## config.mk

```make
export PLATFORM = sky130hd
export DESIGN_NAME = split_timeout_regs
export DESIGN_NICKNAME = d
export VERILOG_FILES = /design/src/rtl/spt_pkg.sv /design/src/rtl/spt_sec_reg.sv /design/src/rtl/spt_cyc_reg.sv /design/src/rtl/spt_total.sv /design/src/rtl/spt_read_port.sv /design/src/rtl/split_timeout_regs.sv
export SDC_FILE = /design/constraint.sdc
export NUM_CORES = 1
export LEC_CHECK = 0
export ABC_AREA = 1
export BUFFER_PORTS_ARGS = -buffer_cell sky130_fd_sc_hd__buf_2
export CELL_PAD_IN_SITES_DETAIL_PLACEMENT = 0
export CELL_PAD_IN_SITES_GLOBAL_PLACEMENT = 1
export CORE_MARGIN = 2
export CORE_UTILIZATION = 35
export CTS_CLUSTER_SIZE = 14
export DETAILED_ROUTE_END_ITERATION = 10
export GPL_ROUTABILITY_DRIVEN = 0
export PLACE_DENSITY = 0.84
export REMOVE_ABC_BUFFERS = 1
export SLEW_MARGIN = 20
export SYNTH_ARGS = -nofsm -noshare
export SYNTH_HDL_FRONTEND = slang
export SYNTH_HIERARCHICAL = 1
export SYNTH_SLANG_ARGS = --single-unit
```

## constraint.sdc

```tcl
create_clock -name clk -period 3.8 [get_ports clk]
set_input_delay 0 -clock clk [delete_from_list [all_inputs] [get_ports clk]]
set_output_delay 0 -clock clk [all_outputs]
set_load 0.005 [all_outputs]
```

## src/rtl/spt_pkg.sv

```systemverilog
package spt_pkg;

   // Force an integer into a closed range.
   function automatic int clamp_int(input int v, input int lo, input int hi);
      if (v < lo)      return lo;
      else if (v > hi) return hi;
      else             return v;
   endfunction

endpackage

```

## src/rtl/spt_sec_reg.sv

```systemverilog
module spt_sec_reg #(
   parameter int DATA_W = 32,
   parameter int HI_W   = 3
) (
   input  logic              clk,
   input  logic              rst_n,
   input  logic              reload,
   input  logic              wr,
   input  logic [DATA_W-1:0] wdata,
   output logic [HI_W-1:0]   sec_q
);

   always_ff @(posedge clk or negedge rst_n) begin
      if (!rst_n)      sec_q <= '0;
      else if (reload) sec_q <= '0;
      else if (wr)     sec_q <= wdata[HI_W-1:0];
   end

   assert_sec_write_R2: assert property (@(posedge clk) disable iff (!rst_n)
      (wr && !reload) |=> (sec_q == $past(wdata[HI_W-1:0])));

   assert_sec_reload_R8: assert property (@(posedge clk) disable iff (!rst_n)
      reload |=> (sec_q == '0));

   assert_sec_hold_R9: assert property (@(posedge clk) disable iff (!rst_n)
      (!wr && !reload) |=> $stable(sec_q));

endmodule

```

## src/rtl/spt_cyc_reg.sv

```systemverilog
module spt_cyc_reg #(
   parameter int DATA_W   = 32,
   parameter int LO_W     = 13,
   parameter int LO_MIN   = 800,
   parameter int LO_MAX   = 7999,
   parameter int LO_RESET = 800
) (
   input  logic              clk,
   input  logic              rst_n,
   input  logic              reload,
   input  logic              wr,
   input  logic [DATA_W-1:0] wdata,
   output logic [LO_W-1:0]   cyc_q
);

   localparam int            FIELD_MAX = (1 << LO_W) - 1;
   localparam logic [LO_W-1:0] MIN_V   = LO_W'(LO_MIN);
   localparam logic [LO_W-1:0] MAX_V   = LO_W'(LO_MAX);
   localparam logic [LO_W-1:0] RST_V   =
      LO_W'(spt_pkg::clamp_int(LO_RESET, LO_MIN, LO_MAX));

   logic [LO_W-1:0] raw;
   logic [LO_W-1:0] floor_v;
   logic [LO_W-1:0] legal_v;

   assign raw = wdata[DATA_W-1 -: LO_W];

   // Lower bound: skip the compare when the window starts at zero.
   generate
      if (LO_MIN == 0) begin : g_no_floor
         assign floor_v = raw;
      end else begin : g_floor
         assign floor_v = (raw < MIN_V) ? MIN_V : raw;
      end
   endgenerate

   // Upper bound: skip the compare when the window ends at the field top.
   generate
      if (LO_MAX == FIELD_MAX) begin : g_no_ceil
         assign legal_v = floor_v;
      end else begin : g_ceil
         assign legal_v = (floor_v > MAX_V) ? MAX_V : floor_v;
      end
   endgenerate

   always_ff @(posedge clk or negedge rst_n) begin
      if (!rst_n)      cyc_q <= RST_V;
      else if (reload) cyc_q <= RST_V;
      else if (wr)     cyc_q <= legal_v;
   end

   assert_cyc_floor_R4: assert property (@(posedge clk) disable iff (!rst_n)
      cyc_q >= MIN_V);

   assert_cyc_ceiling_R5: assert property (@(posedge clk) disable iff (!rst_n)
      cyc_q <= MAX_V);

   assert_cyc_reload_R8: assert property (@(posedge clk) disable iff (!rst_n)
      reload |=> (cyc_q == RST_V));

   assert_cyc_hold_R9: assert property (@(posedge clk) disable iff (!rst_n)
      (!wr && !reload) |=> $stable(cyc_q));

endmodule

```

## src/rtl/spt_total.sv

```systemverilog
module spt_total #(
   parameter int HI_W    = 3,
   parameter int LO_W    = 13,
   parameter int CPS     = 8000,
   parameter int TOTAL_W = 16
) (
   input  logic [HI_W-1:0]    sec,
   input  logic [LO_W-1:0]    cyc,
   output logic [TOTAL_W-1:0] total
);

   localparam logic [TOTAL_W-1:0] CPS_V = TOTAL_W'(CPS);

   always_comb begin
      total = TOTAL_W'(sec) * CPS_V + TOTAL_W'(cyc);
   end

endmodule

```

## src/rtl/spt_read_port.sv

```systemverilog
module spt_read_port #(
   parameter int DATA_W = 32,
   parameter int HI_W   = 3,
   parameter int LO_W   = 13
) (
   input  logic              clk,
   input  logic              rst_n,
   input  logic              rd_en,
   input  logic              rd_cyc_sel,
   input  logic [HI_W-1:0]   sec,
   input  logic [LO_W-1:0]   cyc,
   output logic [DATA_W-1:0] rd_data
);

   localparam int LO_SHIFT = DATA_W - LO_W;

   logic [DATA_W-1:0] sel_word;

   always_comb begin
      if (!rd_en)          sel_word = '0;
      else if (rd_cyc_sel) sel_word = {cyc, {LO_SHIFT{1'b0}}};
      else                 sel_word = DATA_W'(sec);
   end

   always_ff @(posedge clk or negedge rst_n) begin
      if (!rst_n) rd_data <= '0;
      else        rd_data <= sel_word;
   end

   assert_cyc_read_low_zero_R6: assert property (@(posedge clk) disable iff (!rst_n)
      (rd_en && rd_cyc_sel) |=> (rd_data[LO_SHIFT-1:0] == '0));

   assert_sec_read_high_zero_R6: assert property (@(posedge clk) disable iff (!rst_n)
      (rd_en && !rd_cyc_sel) |=> (rd_data[DATA_W-1:HI_W] == '0));

   assert_idle_read_zero_R10: assert property (@(posedge clk) disable iff (!rst_n)
      !rd_en |=> (rd_data == '0));

endmodule

```

## src/rtl/split_timeout_regs.sv

```systemverilog
module split_timeout_regs #(
   parameter int DATA_W   = 32,
   parameter int HI_W     = 3,
   parameter int LO_W     = 13,
   parameter int LO_MIN   = 800,
   parameter int LO_MAX   = 7999,
   parameter int LO_RESET = 800,
   parameter int CPS      = 8000,
   parameter int TOTAL_W  = 16
) (
   input  logic               clk,
   input  logic               rst_n,
   input  logic               reload,
   input  logic               wr_sec,
   input  logic               wr_cyc,
   input  logic [DATA_W-1:0]  wr_data,
   input  logic               rd_en,
   input  logic               rd_cyc_sel,
   output logic [DATA_W-1:0]  rd_data,
   output logic [TOTAL_W-1:0] total_cycles
);

   localparam int SEC_MAX   = (1 << HI_W) - 1;
   localparam int TOTAL_MAX = SEC_MAX * CPS + LO_MAX;

   generate
      if (HI_W + LO_W > DATA_W) begin : g_bad_fields
         $error("seconds and cycles fields overlap in the data word");
      end
      if (LO_MIN > LO_MAX) begin : g_bad_window
         $error("cycles window is empty");
      end
      if (LO_MAX >= (1 << LO_W)) begin : g_bad_max
         $error("cycles upper bound does not fit its field");
      end
      if (TOTAL_MAX >= (1 << TOTAL_W)) begin : g_bad_total
         $error("total output too narrow for the largest timeout");
      end
   endgenerate

   logic [HI_W-1:0] sec_q;
   logic [LO_W-1:0] cyc_q;

   spt_sec_reg #(.DATA_W(DATA_W), .HI_W(HI_W)) u_sec (
      .clk(clk), .rst_n(rst_n), .reload(reload), .wr(wr_sec),
      .wdata(wr_data), .sec_q(sec_q)
   );

   spt_cyc_reg #(.DATA_W(DATA_W), .LO_W(LO_W), .LO_MIN(LO_MIN),
                 .LO_MAX(LO_MAX), .LO_RESET(LO_RESET)) u_cyc (
      .clk(clk), .rst_n(rst_n), .reload(reload), .wr(wr_cyc),
      .wdata(wr_data), .cyc_q(cyc_q)
   );

   spt_total #(.HI_W(HI_W), .LO_W(LO_W), .CPS(CPS), .TOTAL_W(TOTAL_W)) u_total (
      .sec(sec_q), .cyc(cyc_q), .total(total_cycles)
   );

   spt_read_port #(.DATA_W(DATA_W), .HI_W(HI_W), .LO_W(LO_W)) u_rd (
      .clk(clk), .rst_n(rst_n), .rd_en(rd_en), .rd_cyc_sel(rd_cyc_sel),
      .sec(sec_q), .cyc(cyc_q), .rd_data(rd_data)
   );

   assert_total_bound_R7: assert property (@(posedge clk) disable iff (!rst_n)
      total_cycles <= TOTAL_W'(TOTAL_MAX));

   assert_total_quiet_R7: assert property (@(posedge clk) disable iff (!rst_n)
      (!wr_sec && !wr_cyc && !reload) |=> $stable(total_cycles));

endmodule

```

==> impl_metrics.csv, run 1 <==
group,metric,value,unit
timing,hold_violations,0,
route,final_antenna_net_count,0,
pwr,p_leak,1.57,nW
logic_synthesis,syn_area_per_cell,8.00,sq um
global_routing,grt_usage,0.137,
run_status,status,"finished, final reports clean",
cts,cts_max_level,2,
floorplanning,start_util,0.356,
layout,syn_to_final_growth,18.9,%
place,dpl.hpwl,3.62,mm
critical_path,reg2reg_slack,2.51,ns
cts,cts_hold_buf,10,
route,routed_wl,4.57,mm
timing,maxSlewHeadroom,0.467,
floorplanning,die_w,83.9,um
global_routing,antenna_found_initial,0,
critical_path,slowest_stage,"fa_1",
timing,setup_viol,0,
floorplanning,core.rowCount,29,
logic_synthesis,yosysTopAreaCellShare,0.325,
floorplanning,die_y,83.9,um
logic_synthesis,ys_async_sr_fraction,1.00,
timing,grt_setup_unrepaired,"no",
layout,nNetsFinal,400,
critical_path,r2r_end,"u_sec/sec_q[2]",
global_routing,grt-ovfl-total,0,
logic_synthesis,yosys-top-cells-count,"nand2_1, inv_1, dfrtp_1",
logic_synthesis,syn_inst,279,
critical_path,worstReg2RegStart,"u_sec/sec_q[2]",
timing,setup_slack,0.248,ns
cts,cts_buffers,5,
global_routing,grt_max_degree,33,
logic_synthesis,yosys_warnings,6,
critical_path,cpMostUsedCell,"fa_1",
layout,antenna_cells,0,
route,drt_iter0_drc,82,
critical_path,ff2ff_path_depth,3,
floorplanning,ios,87,
min_path,hp-start,"wr_sec",
logic_synthesis,synth_cell_type_count,31,
pwr,ir_drop,143,uV
global_routing,grt_pass1_wl,7.65,mm
critical_path,worst_ep_arrival_time,3.55,ns
floorplanning,dieArea,0.00704,sq mm
cts,post_cts_resized,0,
cts,clkTransAtPathRegs,0.06,ns
critical_path,critPathKind,"reg -> out",
logic_synthesis,ys_ff_latch,32,
critical_path,cp-start-kind,"register",
logic_synthesis,netlist_area,0.00223,sq mm
pwr,p_per_area,325,mW/mm^2
logic_synthesis,yosysMostFrequentCell,"nand2_1",
critical_path,critPathCaptureType,"output port",
timing,fin_crit,3.55,ns
timing,slew_violations,0,
min_path,min_path_type,"in -> reg",
critical_path,critPathBufInv,3,
route,dr.pass1.iters,4,
critical_path,cp_max_fo,7,
cts,cts_tree,"built",
critical_path,path_cells,"fa_1 -> inv_1 -> fa_1 -> fa_1 -> inv_1 -> ha_1 -> a21o_1 -> nor2_1 -> o31ai_2 -> xor2_1 -> buf_2",
route,drc,0,
route,num_vias,1800,
cts,clkLatencyLatePin,0.28,ns
layout,drive_gt1_frac,0.272,
min_path,hold_end,"u_sec/sec_q[1]",
flow_run,maxCapViolCount,0,
route,vias_per_cell,4.30,
min_path,whs_path_depth,4,
logic_synthesis,ys_seq_area_frac,0.360,
critical_path,crit_family,"adder cells",
place,io_buffers,54,
timing,post-route-period-util,0.935,
critical_path,max_stage_delay,0.65,ns
global_routing,grt_pass1_vias,1693,
cts,cts-root-buf,"clkbuf_8",
critical_path,cp-startpoint,"u_sec/sec_q[0]",
place,dp_slack,0.574,ns
critical_path,worst_ep_required_time,3.80,ns
route,wl_per_cell,10.9,um
floorplanning,core_area,0.00628,sq mm
timing,fmax,281,MHz
cts,clockBufferDepth,2,
logic_synthesis,synthFlopType,"dfrtp_1",
timing,worstMarginPinSlew,0.797,ns
timing,skew,0.00226,ns
cts,clock-sinks,32,
timing,fin_tns_setup,0,ns
logic_synthesis,synth_area_leaders,"dfrtp_1, nand2_1, ha_1, inv_1, buf_4",
cts,post_cts_buffers,0,
logic_synthesis,synth_edf_count,0,
logic_synthesis,synth_top_area_cell,"dfrtp_1",
==> layer usage <==
| metal | track usage | vias to the layer above | share of wire |
|---|---|---|---|
| met5 | 0 | - | 0 |
| met4 | 0.0616 | 0 | 0.018 |
| met3 | 0.0297 | 9 | 0.037 |
| met2 | 0.235 | 42 | 0.49 |
| met1 | 0.163 | 810 | 0.45 |
| li1 | - | 939 | - |
==> state kept, by name, summed over array words and instances, names as in the netlist <==
signal and count:
u_sec/sec_q 3, u_rd/rd_data 16, u_cyc/cyc_q 13
==> area by class of cell <==
class / count / area, sq um
repair buffers: 64 / 370
well taps: 77 / 96.3
inverters: 49 / 184
fillers: 650 / 3620
clock buffers: 8 / 80.1
multi-input cells: 189 / 1120
flip-flops and latches: 32 / 805
==> worst max path at each step <==
| stage | endpoint | cells past startpoint |
|---|---|---|
| after floorplan | total_cycles[12] | 10 |
| after global placement | total_cycles[12] | 11 |
| after detailed placement | total_cycles[12] | 11 |
| after CTS | total_cycles[12] | 11 |
| after global routing | total_cycles[15] | 14 |
| final | total_cycles[12] | 11 |
==> cells by family after synthesis <==
kind of cell	synth area share
flip-flops	0.360
buffers and inverters	0.164
AND/OR/NAND/NOR	0.253
XOR/XNOR	0.0275
adder cells (fa/ha/maj)	0.129
AO/OA/AOI/OAI	0.0655
other	0.00168
==> power breakdown <==
group          total [mW]  internal, mW  leakage (nW)  switching [mW]
combinational       0.247         0.102          1.11           0.144
clock               0.246         0.130        0.0395           0.116
sequential          0.372         0.358         0.424          0.0136
total               0.864         0.590          1.57           0.274
==> per-stage QoR <==
stage	power [mW]	hold WS, ns	instance area, sq um	utilization	instances
floorplan	0.528	-0.296	2110	-	270
global placement	0.615	0.0739	2470	0.394	401
detailed placement	0.619	0.0872	2470	0.394	401
CTS	0.878	0.000413	2660	0.423	419
global route	0.925	0.0175	2660	0.423	419
finish	0.864	0.0124	2660	0.423	419
==> cells in the final DEF (no fill, tap or decap), types with 6 or more instances in the layout <==
master / instances
xor2_1: 6
nand3_1: 9
nand2_1: 69
dfrtp_1: 29
dlygate4sd3_1: 10
ha_1: 15
nor2_1: 19
inv_1: 46
nor2_2: 13
conb_1: 16
nand2_2: 6
buf_2: 54
==> worst reg2reg max path, delay by kind of cell, from the launching register on <==
family,cells,cell delay (ns)
buffers and inverters,1,0.55
flip-flops,1,0.47
AND/OR/NAND/NOR,2,0.15
No activity file was read; power rests on OpenSTA's default activity.
==> inputs of run 2 (changes only) <==
clock period = 3.6 ns   (was 3.8 ns; I/O delays follow)
==> run 2 against run 1 <==
  * Clock-buffer cell count is the same
  * Core utilization is the same
  * Register-to-register slack gained 0.28 ns
  * Largest cell class unchanged
  * Highest routed layer unchanged
  * Critical endpoint unchanged
  * Critical path type unchanged
  * Clock power grew 13%
==> impl_metrics.csv, run 2 (synthesis gave the netlist of run 1 again) <==
group,metric,value,unit
pwr,p_sw,0.291,mW
route,vias_per_cell,4.33,
layout,layout_common_cells,"nand2_1, buf_2, inv_1, dfrtp_1, nor2_1",
layout,syn_to_final_growth,18.9,%
timing,fmax,293,MHz
global_routing,grt_pass1_vias,1699,
timing,setup_slack,0.184,ns
timing,setup_viol,0,
layout,regMostFlops,"u_rd/rd_data",
route,drt_iter0_drc,81,
critical_path,worst_ep_arrival_time,3.42,ns
critical_path,crit_family,"adder cells",
timing,holdWs,0.00112,ns
timing,fin_tns_setup,0,ns
cts,cts_max_level,2,
pwr,clkPwrFrac,0.297,
place,dp_slack,0.368,ns
layout,stdcell_count,418,
timing,grt_setup_unrepaired,"no",
place,io_buffers,54,
timing,maxSlewHeadroom,0.448,
global_routing,grt-ovfl-total,0,
pwr,p_per_area,351,mW/mm^2
critical_path,cp_max_fo,4,
floorplanning,ios,87,
route,routed_wl,4.69,mm
pwr,ir_drop,144,uV
route,wl_per_cell,11.2,um
pwr,p_seq_frac,0.420,
critical_path,worst_ep_required_time,3.60,ns
layout,top_regs,"u_rd/rd_data: 16 flops, u_cyc/cyc_q: 13 flops, u_sec/sec_q: 3 flops",
cts,cts_tree,"built",
route,dr.pass1.iters,4,
floorplanning,dieArea,0.00704,sq mm
route,final_antenna_net_count,0,
place,place_inst,402,
route,num_vias,1811,
global_routing,antenna_found_initial,0,
timing,fin_crit,3.42,ns
route,drc,0,
cts,clock-sinks,32,
critical_path,critPathCaptureType,"output port",
layout,final_common_cell,"nand2_1",
floorplanning,core.rowCount,29,
timing,post-route-period-util,0.949,
timing,skew,0.00292,ns
timing,slew_violations,0,
cts,cts-root-buf,"clkbuf_8",
cts,clkTransAtPathRegs,0.06,ns
cts,clockBufferDepth,2,
critical_path,cp-start-kind,"register",
flow_run,maxCapViolCount,0,
floorplanning,start_util,0.356,
global_routing,grt_usage,0.136,
floorplanning,core_area,0.00628,sq mm
timing,hold_violations,0,
floorplanning,die_y,83.9,um
pwr,intPower,0.642,mW
pwr,share_comb_of_total_power,0.283,
layout,nNetsFinal,399,
pwr,swShare,0.312,
critical_path,critPathKind,"reg -> out",
min_path,min_path_type,"in -> reg",
layout,fillCellCount,635,
layout,largest_register_ffs,16,
floorplanning,die_w,83.9,um
layout,drive_gt1_frac,0.296,
cts,clkLatencyLatePin,0.27,ns
critical_path,slowest_stage,"fa_2",
cts,cts_buffers,5,
global_routing,grt_max_degree,33,
place,dpl.hpwl,3.72,mm
critical_path,path_cells,"fa_2 -> inv_1 -> fa_2 -> fa_1 -> inv_1 -> ha_1 -> nand2_1 -> nor2_1 -> nor2_1 -> o31ai_2 -> xor2_1 -> buf_2",
global_routing,grt_pass1_wl,7.77,mm
layout,antenna_cells,0,
critical_path,critPathBufInv,3,
timing,worstMarginPinSlew,0.825,ns
critical_path,max_stage_delay,0.61,ns
pwr,p_leak,1.57,nW
run_status,status,"finished, final reports clean",
-- run 2: changes by cell type in the layout (fill, tap and decap cells not counted) --
cell           delta
clkbuf_1          -1
fa_1              -2
clkbuf_8          +1
dlygate4sd3_1     -4
dfrtp_2           +2
dfrtp_1           -2
fa_2              +2
buf_4             +3
-- run 2: power by group through the flow --
stage	sequential, mW	combinational, mW	clock, mW
floorplan	0.397	0.160	0
global placement	0.398	0.252	0
detailed placement	0.399	0.255	0
CTS	0.392	0.261	0.286
global route	0.393	0.297	0.304
finish	0.392	0.264	0.277
-- run 2: metrics by stage --
stage | util | power (mW) | cell area (sq um)
finish | 0.423 | 0.933 | 2660
global placement | 0.395 | 0.650 | 2480
global route | 0.423 | 0.994 | 2660
CTS | 0.419 | 0.939 | 2630
floorplan | - | 0.557 | 2110
detailed placement | 0.395 | 0.654 | 2480
-- run 2: worst register-to-register path, cell delays in order, from the launching register on --
cell and delay, ns:
dfrtp_2 0.44, buf_4 0.15, nand2_1 0.05, nand2_1 0.05
-- run 2: path summary, 6_finish.rpt --
kind / from / endpoint / slack [ns] / cells past startpoint
max reg2reg: u_sec/sec_q[0] / u_sec/sec_q[0] / 2.79 / 3
max in group asynchronous: rst_n / u_sec/sec_q[0] / 2.78 / 2
max: u_sec/sec_q[0] / total_cycles[12] / 0.18 / 12
min reg2reg: u_cyc/cyc_q[9] / u_cyc/cyc_q[9] / 0.49 / 2
min: wr_data[0] / u_sec/sec_q[0] / 0.001 / 3
min in group asynchronous: rst_n / u_rd/rd_data[20] / 0.31 / 2
-- run 2: per-layer routing --
layer  vias to the layer above  track usage  routed length (um)
li1                        933            -                   -
met1                       830        0.175                2140
met2                        42        0.231                2320
met3                         6       0.0237                 177
met4                         0       0.0455                  57
met5                         -            0                   0
-- run 2: area by class of cell --
cell class                 count  area, sq um  share of cell area
timing repair buffer          63          353               0.133
sequential                    32          807               0.304
multi-input combinational    189         1120               0.424
clock buffer                   8         90.1              0.0339
tap                           77         96.3              0.0363
inverter                      49          184              0.0693
-- run 2: timing repair --
| action | in CTS | in global routing |
|---|---|---|
| resized for setup | 0 | 4 |
| hold buffers | 6 | 0 |
| setup buffers | 0 | 2 |
| endpoints found under the setup margin | 0 | 4 |
| endpoints found under the hold margin | 34 | 0 |
